==> src/rtl/sqc_pkg.sv <==
package sqc_pkg;

    typedef enum logic [1:0] {
        TS_RUN  = 2'd0,
        TS_TRAP = 2'd1,
        TS_SQ   = 2'd2
    } tstate_e;

    typedef enum logic [1:0] {
        SC_NONE = 2'd0,
        SC_TRAP = 2'd1,
        SC_CTX  = 2'd2,
        SC_EXEC = 2'd3
    } cause_e;

endpackage

==> src/rtl/sqc_trap_timer.sv <==
module sqc_trap_timer #(
    parameter int LAT_W = 8
) (
    input  logic             clk,
    input  logic             rst_n,
    input  logic             start,
    input  logic [LAT_W-1:0] lat,
    output logic             fire
);
    typedef struct packed {
        logic             busy;
        logic [LAT_W-1:0] cnt;
        logic             fire;
    } tmr_t;

    tmr_t q, d;

    always_comb begin
        d      = q;
        d.fire = 1'b0;
        if (start) begin
            d.busy = 1'b1;
            d.cnt  = lat;
        end else if (q.busy) begin
            if (q.cnt == '0) begin
                d.busy = 1'b0;
                d.fire = 1'b1;
            end else begin
                d.cnt = q.cnt - 1'b1;
            end
        end
    end

    always_ff @(posedge clk) begin
        if (!rst_n) q <= '0;
        else        q <= d;
    end

    assign fire = q.fire;
endmodule

==> src/rtl/sqc_thread.sv <==
module sqc_thread
    import sqc_pkg::*;
#(
    parameter int SEQ_W = 16,
    parameter int PC_W  = 32,
    parameter int CNT_W = 8
) (
    input  logic             clk,
    input  logic             rst_n,
    input  logic             trap_req,
    input  logic             trap_fire,
    input  logic             ctx_req,
    input  logic             ex_vld,
    input  logic [SEQ_W-1:0] ex_seq,
    input  logic             ex_incl,
    input  logic             ex_mis,
    input  logic             ex_tkn,
    input  logic [PC_W-1:0]  ex_npc,
    input  logic [PC_W-1:0]  ex_mpc,
    input  logic             rob_empty,
    input  logic [SEQ_W-1:0] head_seq,
    input  logic             rob_done,
    input  logic [PC_W-1:0]  restart_pc,
    input  logic             ins_hit,
    input  logic [SEQ_W-1:0] ins_seq,
    output logic             trap_start,
    output logic             sq,
    output logic             robsq,
    output logic [SEQ_W-1:0] bound,
    output logic [1:0]       cause,
    output logic             mis,
    output logic             tkn,
    output logic [PC_W-1:0]  npc,
    output logic [PC_W-1:0]  mpc,
    output logic [CNT_W-1:0] mcnt
);
    typedef struct packed {
        tstate_e          st;
        logic [SEQ_W-1:0] yng;
        logic             ctx;
        logic             sq;
        logic             robsq;
        logic [SEQ_W-1:0] bound;
        cause_e           cause;
        logic             mis;
        logic             tkn;
        logic [PC_W-1:0]  npc;
        logic [PC_W-1:0]  mpc;
        logic [CNT_W-1:0] cnt;
    } thr_t;

    thr_t q, d;
    logic [SEQ_W-1:0] full_bnd;
    logic [SEQ_W-1:0] ex_bnd;

    always_comb begin
        full_bnd   = rob_empty ? '0 : head_seq - 1'b1;
        ex_bnd     = ex_incl ? ex_seq - 1'b1 : ex_seq;
        trap_start = 1'b0;

        d       = q;
        d.sq    = 1'b0;
        d.robsq = 1'b0;
        d.bound = '0;
        d.cause = SC_NONE;
        d.mis   = 1'b0;
        d.tkn   = 1'b0;
        d.npc   = '0;
        d.mpc   = '0;
        d.ctx   = q.ctx | ctx_req;

        // recovery in progress: finish or keep the buffer flag raised
        if (q.st == TS_SQ) begin
            if (rob_done) d.st    = TS_RUN;
            else          d.robsq = 1'b1;
        end

        // full-thread squash; a fired trap wins over a context request
        if (trap_fire || q.ctx) begin
            d.st    = TS_SQ;
            d.yng   = '0;
            d.sq    = 1'b1;
            d.robsq = 1'b1;
            d.bound = full_bnd;
            d.npc   = restart_pc;
            if (trap_fire) begin
                d.cause = SC_TRAP;
            end else begin
                d.cause = SC_CTX;
                d.ctx   = ctx_req;
            end
        end

        // execute-stage squash, filtered by age and trap state
        if (ex_vld && d.st != TS_TRAP && ex_seq <= d.yng) begin
            d.st    = TS_SQ;
            d.yng   = ex_bnd;
            d.sq    = 1'b1;
            d.robsq = 1'b1;
            d.bound = ex_bnd;
            d.cause = SC_EXEC;
            d.mis   = ex_mis;
            d.tkn   = ex_tkn;
            d.npc   = ex_npc;
            d.mpc   = ex_mpc;
            if (ex_mis) d.cnt = q.cnt + 1'b1;
        end

        // renamed instructions enter only when not recovering
        if (ins_hit && d.st != TS_SQ) d.yng = ins_seq;

        if (trap_req && d.st == TS_RUN) begin
            d.st       = TS_TRAP;
            trap_start = 1'b1;
        end
    end

    always_ff @(posedge clk) begin
        if (!rst_n) begin
            q       <= '0;
            q.st    <= TS_RUN;
            q.cause <= SC_NONE;
        end else begin
            q <= d;
        end
    end

    assign sq    = q.sq;
    assign robsq = q.robsq;
    assign bound = q.bound;
    assign cause = q.cause;
    assign mis   = q.mis;
    assign tkn   = q.tkn;
    assign npc   = q.npc;
    assign mpc   = q.mpc;
    assign mcnt  = q.cnt;
endmodule

==> src/rtl/squash_ctrl.sv <==
module squash_ctrl #(
    parameter int NTHR  = 2,
    parameter int SEQ_W = 16,
    parameter int PC_W  = 32,
    parameter int LAT_W = 8,
    parameter int CNT_W = 8,
    localparam int TID_W = (NTHR > 1) ? $clog2(NTHR) : 1
) (
    input  logic                        clk,
    input  logic                        rst_n,
    input  logic [LAT_W-1:0]            trap_lat,
    input  logic [NTHR-1:0]             trap_req,
    input  logic [NTHR-1:0]             ctx_req,
    input  logic [NTHR-1:0]             ex_vld,
    input  logic [NTHR-1:0][SEQ_W-1:0]  ex_seq,
    input  logic [NTHR-1:0]             ex_incl,
    input  logic [NTHR-1:0]             ex_mis,
    input  logic [NTHR-1:0]             ex_tkn,
    input  logic [NTHR-1:0][PC_W-1:0]   ex_npc,
    input  logic [NTHR-1:0][PC_W-1:0]   ex_mpc,
    input  logic [NTHR-1:0]             rob_empty,
    input  logic [NTHR-1:0][SEQ_W-1:0]  rob_head_seq,
    input  logic [NTHR-1:0]             rob_done,
    input  logic [NTHR-1:0][PC_W-1:0]   restart_pc,
    input  logic                        ins_vld,
    input  logic [TID_W-1:0]            ins_tid,
    input  logic [SEQ_W-1:0]            ins_seq,
    output logic [NTHR-1:0]             sq_valid,
    output logic [NTHR-1:0]             sq_rob_busy,
    output logic [NTHR-1:0][SEQ_W-1:0]  sq_bound,
    output logic [NTHR-1:0][1:0]        sq_cause,
    output logic [NTHR-1:0]             sq_mis,
    output logic [NTHR-1:0]             sq_tkn,
    output logic [NTHR-1:0][PC_W-1:0]   sq_npc,
    output logic [NTHR-1:0][PC_W-1:0]   sq_mpc,
    output logic [NTHR-1:0][CNT_W-1:0]  mis_cnt
);
    logic [NTHR-1:0] trap_start;
    logic [NTHR-1:0] trap_fire;
    logic [NTHR-1:0] ins_hit;

    for (genvar t = 0; t < NTHR; t++) begin : g_thr
        assign ins_hit[t] = ins_vld && (ins_tid == TID_W'(t));

        sqc_trap_timer #(.LAT_W(LAT_W)) u_tmr (
            .clk   (clk),
            .rst_n (rst_n),
            .start (trap_start[t]),
            .lat   (trap_lat),
            .fire  (trap_fire[t])
        );

        sqc_thread #(.SEQ_W(SEQ_W), .PC_W(PC_W), .CNT_W(CNT_W)) u_thr (
            .clk        (clk),
            .rst_n      (rst_n),
            .trap_req   (trap_req[t]),
            .trap_fire  (trap_fire[t]),
            .ctx_req    (ctx_req[t]),
            .ex_vld     (ex_vld[t]),
            .ex_seq     (ex_seq[t]),
            .ex_incl    (ex_incl[t]),
            .ex_mis     (ex_mis[t]),
            .ex_tkn     (ex_tkn[t]),
            .ex_npc     (ex_npc[t]),
            .ex_mpc     (ex_mpc[t]),
            .rob_empty  (rob_empty[t]),
            .head_seq   (rob_head_seq[t]),
            .rob_done   (rob_done[t]),
            .restart_pc (restart_pc[t]),
            .ins_hit    (ins_hit[t]),
            .ins_seq    (ins_seq),
            .trap_start (trap_start[t]),
            .sq         (sq_valid[t]),
            .robsq      (sq_rob_busy[t]),
            .bound      (sq_bound[t]),
            .cause      (sq_cause[t]),
            .mis        (sq_mis[t]),
            .tkn        (sq_tkn[t]),
            .npc        (sq_npc[t]),
            .mpc        (sq_mpc[t]),
            .mcnt       (mis_cnt[t])
        );
    end
endmodule

==> config.mk <==
export PLATFORM = sky130hd
export DESIGN_NAME = squash_ctrl
export DESIGN_NICKNAME = d
export VERILOG_FILES = /design/src/rtl/sqc_pkg.sv /design/src/rtl/sqc_trap_timer.sv /design/src/rtl/sqc_thread.sv /design/src/rtl/squash_ctrl.sv
export SDC_FILE = /design/constraint.sdc
export NUM_CORES = 1
export LEC_CHECK = 0
export ABC_AREA = 1
export ABC_CLOCK_PERIOD_IN_PS = 8800
export BUFFER_PORTS_ARGS = -buffer_cell sky130_fd_sc_hd__buf_2
export CORE_AREA = 2 2 192 194
export CTS_CLUSTER_SIZE = 24
export DETAILED_ROUTE_END_ITERATION = 16
export DIE_AREA = 0 0 194 196
export GPL_ROUTABILITY_DRIVEN = 0
export GPL_TIMING_DRIVEN = 0
export PLACE_DENSITY = 0.63
export SYNTH_ARGS = -nofsm -noshare
export SYNTH_HDL_FRONTEND = slang
export SYNTH_HIERARCHICAL = 1
export SYNTH_SLANG_ARGS = --single-unit
==> constraint.sdc <==
create_clock -name clk -period 8.8 [get_ports clk]
set_clock_uncertainty 0.1 [all_clocks]
set_input_delay 1.76 -clock clk [delete_from_list [all_inputs] [get_ports clk]]
set_output_delay 1.76 -clock clk [all_outputs]
set_load 0.01 [all_outputs]
==> results of run 1 <==
==> state kept, by name, summed over array words and instances, names as in the netlist <==
| register | cells |
|---|---|
| g_thr.u_thr/tkn | 2 |
| g_thr.u_thr/sq | 2 |
| g_thr.u_thr/mpc | 64 |
| g_thr.u_thr/bound | 32 |
| g_thr.u_thr/cause | 4 |
| g_thr.u_thr/q | 38 |
| g_thr.u_thr/robsq | 2 |
| g_thr.u_tmr/q | 18 |
| g_thr.u_thr/mis | 2 |
| g_thr.u_thr/npc | 64 |
| g_thr.u_thr/mcnt | 16 |
| g_thr.u_tmr/fire | 2 |
==> stage by stage <==
stage | power, mW | worst slack, ns | cell area (um2)
floorplan | 1.67 | 4.86 | 13500
detailed placement | 1.92 | 4.18 | 16500
global route | 3.28 | 4.11 | 17500
global placement | 1.90 | 4.19 | 16500
CTS | 3.15 | 4.60 | 17500
finish | 3.12 | 4.52 | 17500
==> path summary, 6_finish.rpt <==
| check | start | end | slack, ns | depth (start not counted) |
|---|---|---|---|---|
| worst max-delay path | g_thr[0].u_tmr/fire | g_thr[0].u_tmr/fire | 4.52 | 21 |
| worst min-delay path | g_thr[1].u_tmr/q[1] | g_thr[1].u_tmr/q[1] | 0.38 | 2 |
| worst max register to register | g_thr[0].u_tmr/fire | g_thr[0].u_tmr/fire | 4.52 | 21 |
| worst min register to register | g_thr[1].u_tmr/q[1] | g_thr[1].u_tmr/q[1] | 0.38 | 2 |
==> placed cells by master, fill, tap and decap left out, drive strengths merged, types with 9 or more instances in the layout <==
| cell | n |
|---|---|
| a21oi | 148 |
| buf | 710 |
| clkbuf | 69 |
| clkinv | 9 |
| dfxtp | 246 |
| diode | 9 |
| ha | 42 |
| inv | 207 |
| nand2 | 448 |
| nand3 | 162 |
| nand4 | 65 |
| nor2 | 232 |
| nor3 | 28 |
| o21ai | 18 |
| xnor2 | 23 |
| xor2 | 34 |
==> layout make-up <==
type / instances / area, um2 / share of cell area [%]
Antenna cell: 9 / 22.5 / 0.129
Buffer: 254 / 1780 / 10.2
Clock buffer: 40 / 817 / 4.67
Clock inverter: 12 / 149 / 0.851
Inverter: 210 / 798 / 4.56
Multi-Input combinational cell: 1212 / 5990 / 34.2
Sequential cell: 246 / 4920 / 28.2
Tap cell: 468 / 586 / 3.35
Timing Repair Buffer: 485 / 2430 / 13.9
==> metal layers <==
layer	up-vias	GRT usage, %	wire length, um	share of wire [%]
met1	6464	29.6	20000	43
met3	95	3.54	2860	6.2
met2	488	38.3	21700	47
li1	6952	-	-	-
met5	-	0	69	0.15
met4	10	9.29	1520	3.3
==> worst max-delay path, delay by kind of cell, from the launching register on <==
family / cells / cell delay (ns)
flops: 1 / 0.36
buf+inv: 7 / 1.37
fa+ha+maj: 1 / 0.31
simple gates: 13 / 1.98
==> where the power goes <==
| part | switching (mW) | internal [mW] | leakage, nW |
|---|---|---|---|
| logic | 0.409 | 0.277 | 6.86 |
| registers | 0.0311 | 1.18 | 2.00 |
| clock network | 0.482 | 0.734 | 0.469 |
==> cells by family after synthesis <==
kind of cell             after synthesis  synth area share, %
AO/OA/AOI/OAI                        173                 6.59
flip-flops                           246                 36.5
AND/OR/NAND/NOR                      940                 30.2
adder cells (fa/ha/maj)               42                 3.90
buffers and inverters                464                 19.1
XOR/XNOR                              57                 3.70
==> cell usage after synthesis <==
library cell,count
or2_2,3
buf_4,185
ha_1,42
nand4_1,65
xnor2_1,23
a21o_1,2
dfxtp_1,246
nor2_1,221
buf_8,1
o22ai_1,1
nand2_2,6
o211ai_1,2
o31ai_1,2
buf_2,18
nand3_2,2
o21ai_2,2
xor2_1,34
nor2_2,6
nand2_4,6
o21ai_0,16
buf_6,13
nor3_2,2
nand2_1,436
a21oi_1,148
inv_2,11
clkinv_4,2
buf_1,8
inv_1,195
clkbuf_1,29
nor2_4,5
clkinv_1,2
nor4_1,2
nor3_1,26
nand3_1,160
==> results.cfg, run 1 <==
[route]
vias_per_cell = 4.77
final_antenna_net_count = 0
vias = 14000
drt_iter0_drc = 771
drc = 0
wl_um = 46100
firstDrtPassIters = 5
wl_per_cell_um = 15.7

[setup_path]
max_stage_delay_ns = 0.59
crit_arrival_ns = 4.57
cpMostUsedCell = nand2_1
worstPathRequired_ns = 9.09
crit_path_start_kind = flip-flop
cpMaxStageDelayCell = nor4_1
cp_max_fo = 10
cp_cell_sequence = nor2_4 -> clkbuf_1 -> buf_1 -> nand2_1 -> ha_1 -> nand2_1 -> nor2_1 -> nand4_1 -> inv_1 -> nand4_1 -> nand2_2 -> nand2_4 -> buf_6 -> nand2_1 -> inv_1 -> nand2_1 -> nor2_1 -> buf_6 -> clkinv_4 -> nand2_1 -> nor4_1
end_kind = flip-flop
path_class = flip-flop to flip-flop

[cts]
cts.sink_count = 246
cts-hold-fix-buffers = 0
clk_pin_slew_worst_paths_ns = 0.06
cts_buffers = 28
h-tree-depth = 1
cts_resized = 0
cts_setup_buffers = 0
root_buffer = clkbuf_16
cts_tree = done
insertion_delay_ns = 0.55
cts_buffer_depth = 3

[floorplanning]
die_h_um = 196
chipWidth_um = 194
dieArea_um2 = 38000
core-area_um2 = 36100
start_util_pct = 37.4
io_pins = 488
rows = 70

[final_layout]
layout.cells.non_filler = 2936
post-route-util_pct = 48.5
layout.nets = 2779
area_delta_synth_final_pct = 29.7
drive_above_1_share_pct = 32.2
fillerInstances = 3671

[logic_synthesis]
avgSynthCellArea_um2 = 7.02
synth.net_count = 2264
synthDistinctLibCells = 34
yosysSeqAreaShare_pct = 36.5
synth_seq_cells = 246
synth_top_area_cell = dfxtp_1
netlist_area_um2 = 13500
yosys_warnings = 6
syn_inst = 1922
synth_top_area_share_pct = 36.5
yosys-top-cells-area = dfxtp_1 37%, nand2_1 12%, buf_4 10%

[global_routing]
track_usage_pct = 22.9
grt_overflow = 0
grt_start_max_net_pins = 14
antenna_found_initial = 16
grt_pass1_vias = 13000
grt_pass1_wl_um = 69900

[timing]
worst_hold_slack_ns = 0.380
slew_violations = 0
grt_setup_unrepaired = no
clock.fmax_mhz = 234
tns_ns = 0
finalSetupViolations = 0
finalHoldViolations = 0
period_share_pct = 48.6
fin_crit_ns = 4.28
relSlewSlack_pct = 53.1
tightest_slew_ns = 0.703

[status]
status = complete, no violations

[placed_design]
port_buffers = 485
place_inst = 2875
hpwl_um = 37600

[job]
maxCapViolations = 0

[power_and_ir_drop]
pwr_density_cell_nw_per_um2 = 178
p_leak_nw = 9.34
ir_drop_uv = 120

[hold_path]
hold_class = flip-flop to flip-flop
(Power assumes the default switching activity.)
==> run 2, diff against run 1 <==
Settings changed: ABC_AREA 1 to 0, ABC_CLOCK_PERIOD_IN_PS 8800 to 4100, CORE_AREA 2 2 192 194 to 2 2 188 190, DIE_AREA 0 0 194 196 to 0 0 190 192, PLACE_DENSITY 0.63 to 0.62.
Clock period 8.8 ns to 4.1 ns, I/O delays scaled along.
==> run 2 against run 1 <==
Via count down 15%; non-clock buffer count rose by 14; flip-flop and latch count unchanged; critical endpoint is now g_thr[1].u_tmr/q[2]; critical path type unchanged.
==> results.cfg, run 2 <==
[setup_path]
critical_path.startpoint = g_thr[1].u_tmr/fire
cp_cell_sequence = nor2_4 -> buf_6 -> nand2_1 -> ha_1 -> nand4_1 -> or4_1 -> a21o_1 -> o211a_1 -> nor2_4 -> buf_4 -> nand2_1 -> nor3_4 -> buf_4 -> clkbuf_4 -> nor2_1 -> nand3_1 -> o211ai_1
critPathBufInv = 4
cp.depth = 17
max_stage_delay_ns = 0.60
crit_path_start_kind = flip-flop
end_kind = flip-flop
r2r-start = g_thr[1].u_tmr/fire
cpMaxStageDelayCell = or4_1
r2r_slack_ns = 0.18
timing.rr.end = g_thr[1].u_tmr/q[2]
cpLargestDelayFamily = simple AND/OR/NAND/NOR gates
cp_max_fo = 10
crit_arrival_ns = 4.24
path_class = flip-flop to flip-flop
cp-endpoint = g_thr[1].u_tmr/q[2]
worstPathRequired_ns = 4.42
rr_worst_depth = 17

[logic_synthesis]
synth_most_common_cell = dfxtp_1
synthTopCellsByCount = 246 x dfxtp_1, 197 x nand2_1, 182 x buf_4
synth_mux_area_share_pct = 0.0808
synth_top_area_share_pct = 39.8
synthAdderAreaFrac_pct = 4.24
synth_top_area_cell = dfxtp_1
synth_top_family_by_area = simple AND/OR/NAND/NOR gates
syn_inst = 1467
synth.net_count = 1809
avgSynthCellArea_um2 = 8.44
synthArstFlopShare_pct = 0
yosys_warnings = 6
synthDistinctLibCells = 62
synth-compound-area-share_pct = 12.2
ys.flop_type = dfxtp_1
synth-xor-area-share_pct = 5.02
yosysSeqAreaShare_pct = 39.8
synth_edf_count = 0
synth_seq_cells = 246
netlist_area_um2 = 12400
yosys-top-cells-area = dfxtp_1 40%, buf_4 11%, nand2_1 6.0%
yosys.area_share.simple_pct = 23.9

[placed_design]
dpl-instance-area_um2 = 15400
port_buffers = 486
place_ws_ns = -1.10
hpwl_um = 33800

[route]
drc = 0
drt_iter0_drc = 506
vias = 11900
firstDrtPassIters = 5
vias_per_cell = 4.84
wl_per_cell_um = 17.1
final_antenna_net_count = 0
wl_um = 42200

[timing]
tns_ns = 0
relSlewSlack_pct = 55.8
slew_violations = 0
clock.fmax_mhz = 255
grt_setup_unrepaired = yes
finalSetupViolations = 0
finalHoldViolations = 0
period_share_pct = 95.6
setup_ws_ns = 0.181
tightest_slew_ns = 0.654
fin_crit_ns = 3.92

[global_routing]
grt_start_max_net_pins = 17
antenna_found_initial = 9
grt_pass1_wl_um = 62000
track_usage_pct = 21.6
grt_overflow = 0
grt_pass1_vias = 11300

[final_layout]
final_cell_mix = 505 x buf_2, 246 x dfxtp_1, 197 x nand2_1
post-route-util_pct = 47.7
area_delta_synth_final_pct = 32.0
fillerInstances = 3427
layout.nets = 2327
final_common_cell = buf_2
final_cell_area_um2 = 16400
drive_above_1_share_pct = 39.2

[floorplanning]
chipWidth_um = 190
start_util_pct = 36.1
dieArea_um2 = 36500
io_pins = 488
core-area_um2 = 34300
die_h_um = 192
rows = 68

[status]
status = complete, no violations

[hold_path]
hold_class = flip-flop to flip-flop

[cts]
h-tree-depth = 1
cts_tree = done
insertion_delay_ns = 0.54
cts_buffers = 28
clk_pin_slew_worst_paths_ns = 0.06
cts.sink_count = 246
cts-hold-fix-buffers = 0
root_buffer = clkbuf_16
cts_buffer_depth = 3

[power_and_ir_drop]
p_leak_nw = 7.96
pwr_density_cell_nw_per_um2 = 395
ir_drop_uv = 272

[job]
maxCapViolations = 0
-- run 2: what timing repair did --
action,CTS,global route
gates resized for setup,21,12
buffers inserted,1,1
gates cloned,0,0
endpoints found under the setup margin,24,20
pin swaps,1,2
-- run 2: area by class of cell --
type,instances,area [um2],share of cell area [%]
Antenna cell,5,12.5,0.0765
Buffer,265,1780,10.9
Clock buffer,39,793,4.85
Clock inverter,7,68.8,0.421
Inverter,23,86.3,0.528
Multi-Input combinational cell,933,5680,34.7
Sequential cell,246,4920,30.1
Tap cell,455,569,3.48
Timing Repair Buffer,488,2450,15.0
-- run 2: how the worst min path moves through the flow --
stage                                start  cells after the start  slack (ns)                       to
floorplan           g_thr[0].u_thr/mcnt[7]                      2        0.34   g_thr[0].u_thr/mcnt[7]
finish              g_thr[0].u_thr/mcnt[7]                      2        0.37   g_thr[0].u_thr/mcnt[7]
CTS                        rob_head_seq[0]                      2        0.37  g_thr[0].u_thr/bound[0]
detailed placement  g_thr[0].u_thr/mcnt[7]                      2        0.37   g_thr[0].u_thr/mcnt[7]
global placement    g_thr[0].u_thr/mcnt[7]                      2        0.36   g_thr[0].u_thr/mcnt[7]
global route               rob_head_seq[0]                      2        0.37  g_thr[0].u_thr/bound[0]
-- run 2: kinds of logic (layout without fill, tap and decap cells) --
family          count (synthesis)  in the layout
xor+xnor                       71             71
buf+inv                       288            822
flops                         246            246
simple gates                  578            578
compound gates                241            241
fa+ha+maj                      42             42
other cells                     0              5
mux                             1              1
-- run 2: tightest hold or removal path, delay by kind of cell (launching register included) --
family / cells / cell delay [ns]
mux: 1 / 0.05
simple gates: 1 / 0.05
flops: 1 / 0.32
-- run 2: routing by layer --
layer  up-vias  share of wire [%]  routed length, um  GRT usage, %
li1       5923                  -                  -             -
met1      5529                 42              17500          27.0
met2       394                 49              20700          38.1
met3        60                7.0               2940          4.09
met4         8                2.1                899          5.69
met5         -               0.13                 55             0
-- run 2: power by group --
part | switching (mW) | internal (mW) | total [mW]
sequential | 0.0805 | 2.56 | 2.64
clock | 0.993 | 1.40 | 2.39
combinational | 0.773 | 0.656 | 1.43
-- run 2: metrics by stage --
step / hold WS, ns / cells / total power, mW
final: 0.372 / 2461 / 6.46
after global routing: 0.374 / 2459 / 6.78
after CTS: 0.366 / 2455 / 6.52
after detailed placement: 0.366 / 2408 / 4.09
after global placement: 0.357 / 2408 / 4.07
after floorplan: 0.343 / 1467 / 3.57
==> run 3, diff against run 2 <==
Settings changed: RECOVER_POWER set to 50.
==> run 3 against run 2 <==
Wire length grew 0.22%; via count shrank 0.54%; cell area shrank 1.4%; clock power is essentially flat; non-clock buffer count is the same; largest cell class unchanged.
==> results.cfg, run 3 (synthesis results as in run 2) <==
[timing]
tightest_slew_ns = 0.660
finalHoldViolations = 0
fin_crit_ns = 3.91
finalSetupViolations = 0
clock.fmax_mhz = 256
grt_setup_unrepaired = yes
relSlewSlack_pct = 55.4
slew_violations = 0
period_share_pct = 95.4

[floorplanning]
chipWidth_um = 190
rows = 68
dieArea_um2 = 36500
die_h_um = 192
io_pins = 488
start_util_pct = 36.1
core-area_um2 = 34300

[placed_design]
hpwl_um = 33800
dpl-instance-area_um2 = 15400
port_buffers = 486

[global_routing]
grt_pass1_wl_um = 62000
grt_pass1_vias = 11300
track_usage_pct = 21.6
grt_start_max_net_pins = 17
antenna_found_initial = 9
grt_overflow = 0

[hold_path]
hold_class = flip-flop to flip-flop

[route]
wl_um = 42300
vias = 11900
wirelength_met1_um = 17700
met3WireLength_um = 2880
firstDrtPassIters = 5
drc = 0
vias_per_cell = 4.82
top_layer = met5
route.met2.wl_um = 20800
wl_per_cell_um = 17.2
drt_iter0_drc = 498
final_antenna_net_count = 0

[cts]
h-tree-depth = 1
cts_buffer_depth = 3
clk_pin_slew_worst_paths_ns = 0.06
insertion_delay_ns = 0.54
cts_buffers = 28
root_buffer = clkbuf_16
cts_tree = done
cts-hold-fix-buffers = 0
cts.sink_count = 246

[final_layout]
final_common_cell = buf_2
final_cell_mix = 325 x buf_2, 246 x dfxtp_1, 230 x clkbuf_1
area_delta_synth_final_pct = 30.2
layout.nets = 2327
final_cell_area_um2 = 16100
regArea_um2 = 4920
multi_input_area_um2 = 5680
fillerInstances = 3532
drive_above_1_share_pct = 30.2

[setup_path]
crit_arrival_ns = 4.23
end_kind = flip-flop
worstPathRequired_ns = 4.42
cp_max_fo = 10
crit_path_start_kind = flip-flop
path_class = flip-flop to flip-flop

[power_and_ir_drop]
p_leak_nw = 7.20
ir_drop_uv = 271
finalPower_mw = 6.43
pwr_density_cell_nw_per_um2 = 399

[status]
status = complete, no violations

[job]
maxCapViolations = 0
[run 3: cell types whose count changed in the layout (fill, tap and decap cells not counted)]
cell and change:
buf_2 -180, buf_4 -8, clkbuf_1 +180, clkbuf_4 +8
[run 3: layer usage]
| metal | vias to the layer above | global-route usage, % |
|---|---|---|
| met5 | - | 0 |
| met4 | 8 | 5.69 |
| met3 | 58 | 4.09 |
| met2 | 371 | 38.1 |
| met1 | 5489 | 27.0 |
| li1 | 5924 | - |
[run 3: layout make-up]
class | count | area share, %
Antenna cell | 5 | 0.0776
Sequential cell | 246 | 30.5
Clock buffer | 39 | 4.92
Inverter | 23 | 0.535
Clock inverter | 7 | 0.427
Tap cell | 455 | 3.53
Timing Repair Buffer | 488 | 13.8
Multi-Input combinational cell | 933 | 35.2
Buffer | 265 | 11.0
[run 3: final timing paths]
check	start	end	slack, ns	depth (start not counted)
worst max-delay path	g_thr[1].u_tmr/fire	g_thr[1].u_tmr/q[2]	0.19	17
worst min-delay path	g_thr[0].u_thr/mcnt[7]	g_thr[0].u_thr/mcnt[7]	0.37	2
worst max register to register	g_thr[1].u_tmr/fire	g_thr[1].u_tmr/q[2]	0.19	17
worst min register to register	g_thr[0].u_thr/mcnt[7]	g_thr[0].u_thr/mcnt[7]	0.37	2
[run 3: what timing repair did]
action                     CTS  global route
gates cloned                 0             0
setup endpoints to repair   24            20
setup buffers                1             1
resized for setup           21            12
pin swaps                    1             2
[run 3: where the power goes]
part,internal (mW),switching (mW),leakage [nW],total (mW)
clock network,1.40,0.989,0.418,2.39
registers,2.56,0.0802,2.01,2.64
logic,0.629,0.774,4.78,1.40
total,4.59,1.84,7.20,6.43
[run 3: per-stage QoR]
step / setup TNS [ns] / instances / util [%] / setup slack, ns / hold WS [ns]
after global routing: -0.00858 / 2459 / 47.0 / -0.00858 / 0.374
after global placement: -15.21 / 2408 / 44.9 / -1.02 / 0.357
final: 0 / 2461 / 47.0 / 0.187 / 0.372
after floorplan: 0 / 1467 / - / 0.334 / 0.343
after detailed placement: -16.65 / 2408 / 44.9 / -1.10 / 0.366
after CTS: 0 / 2455 / 47.6 / 0.0368 / 0.366
[run 3: worst max-delay path, cell delays in order, from the launching register on]
cell and delay [ns]:
dfxtp_1 0.36, nor2_4 0.19, buf_6 0.17, nand2_1 0.08
ha_1 0.30, nand4_1 0.15, or4_1 0.60, a21o_1 0.20
o211a_1 0.19, nor2_4 0.20, buf_4 0.21, nand2_1 0.14
nor3_4 0.22, buf_4 0.21, clkbuf_4 0.21, nor2_1 0.07
nand3_1 0.08, o211ai_1 0.09
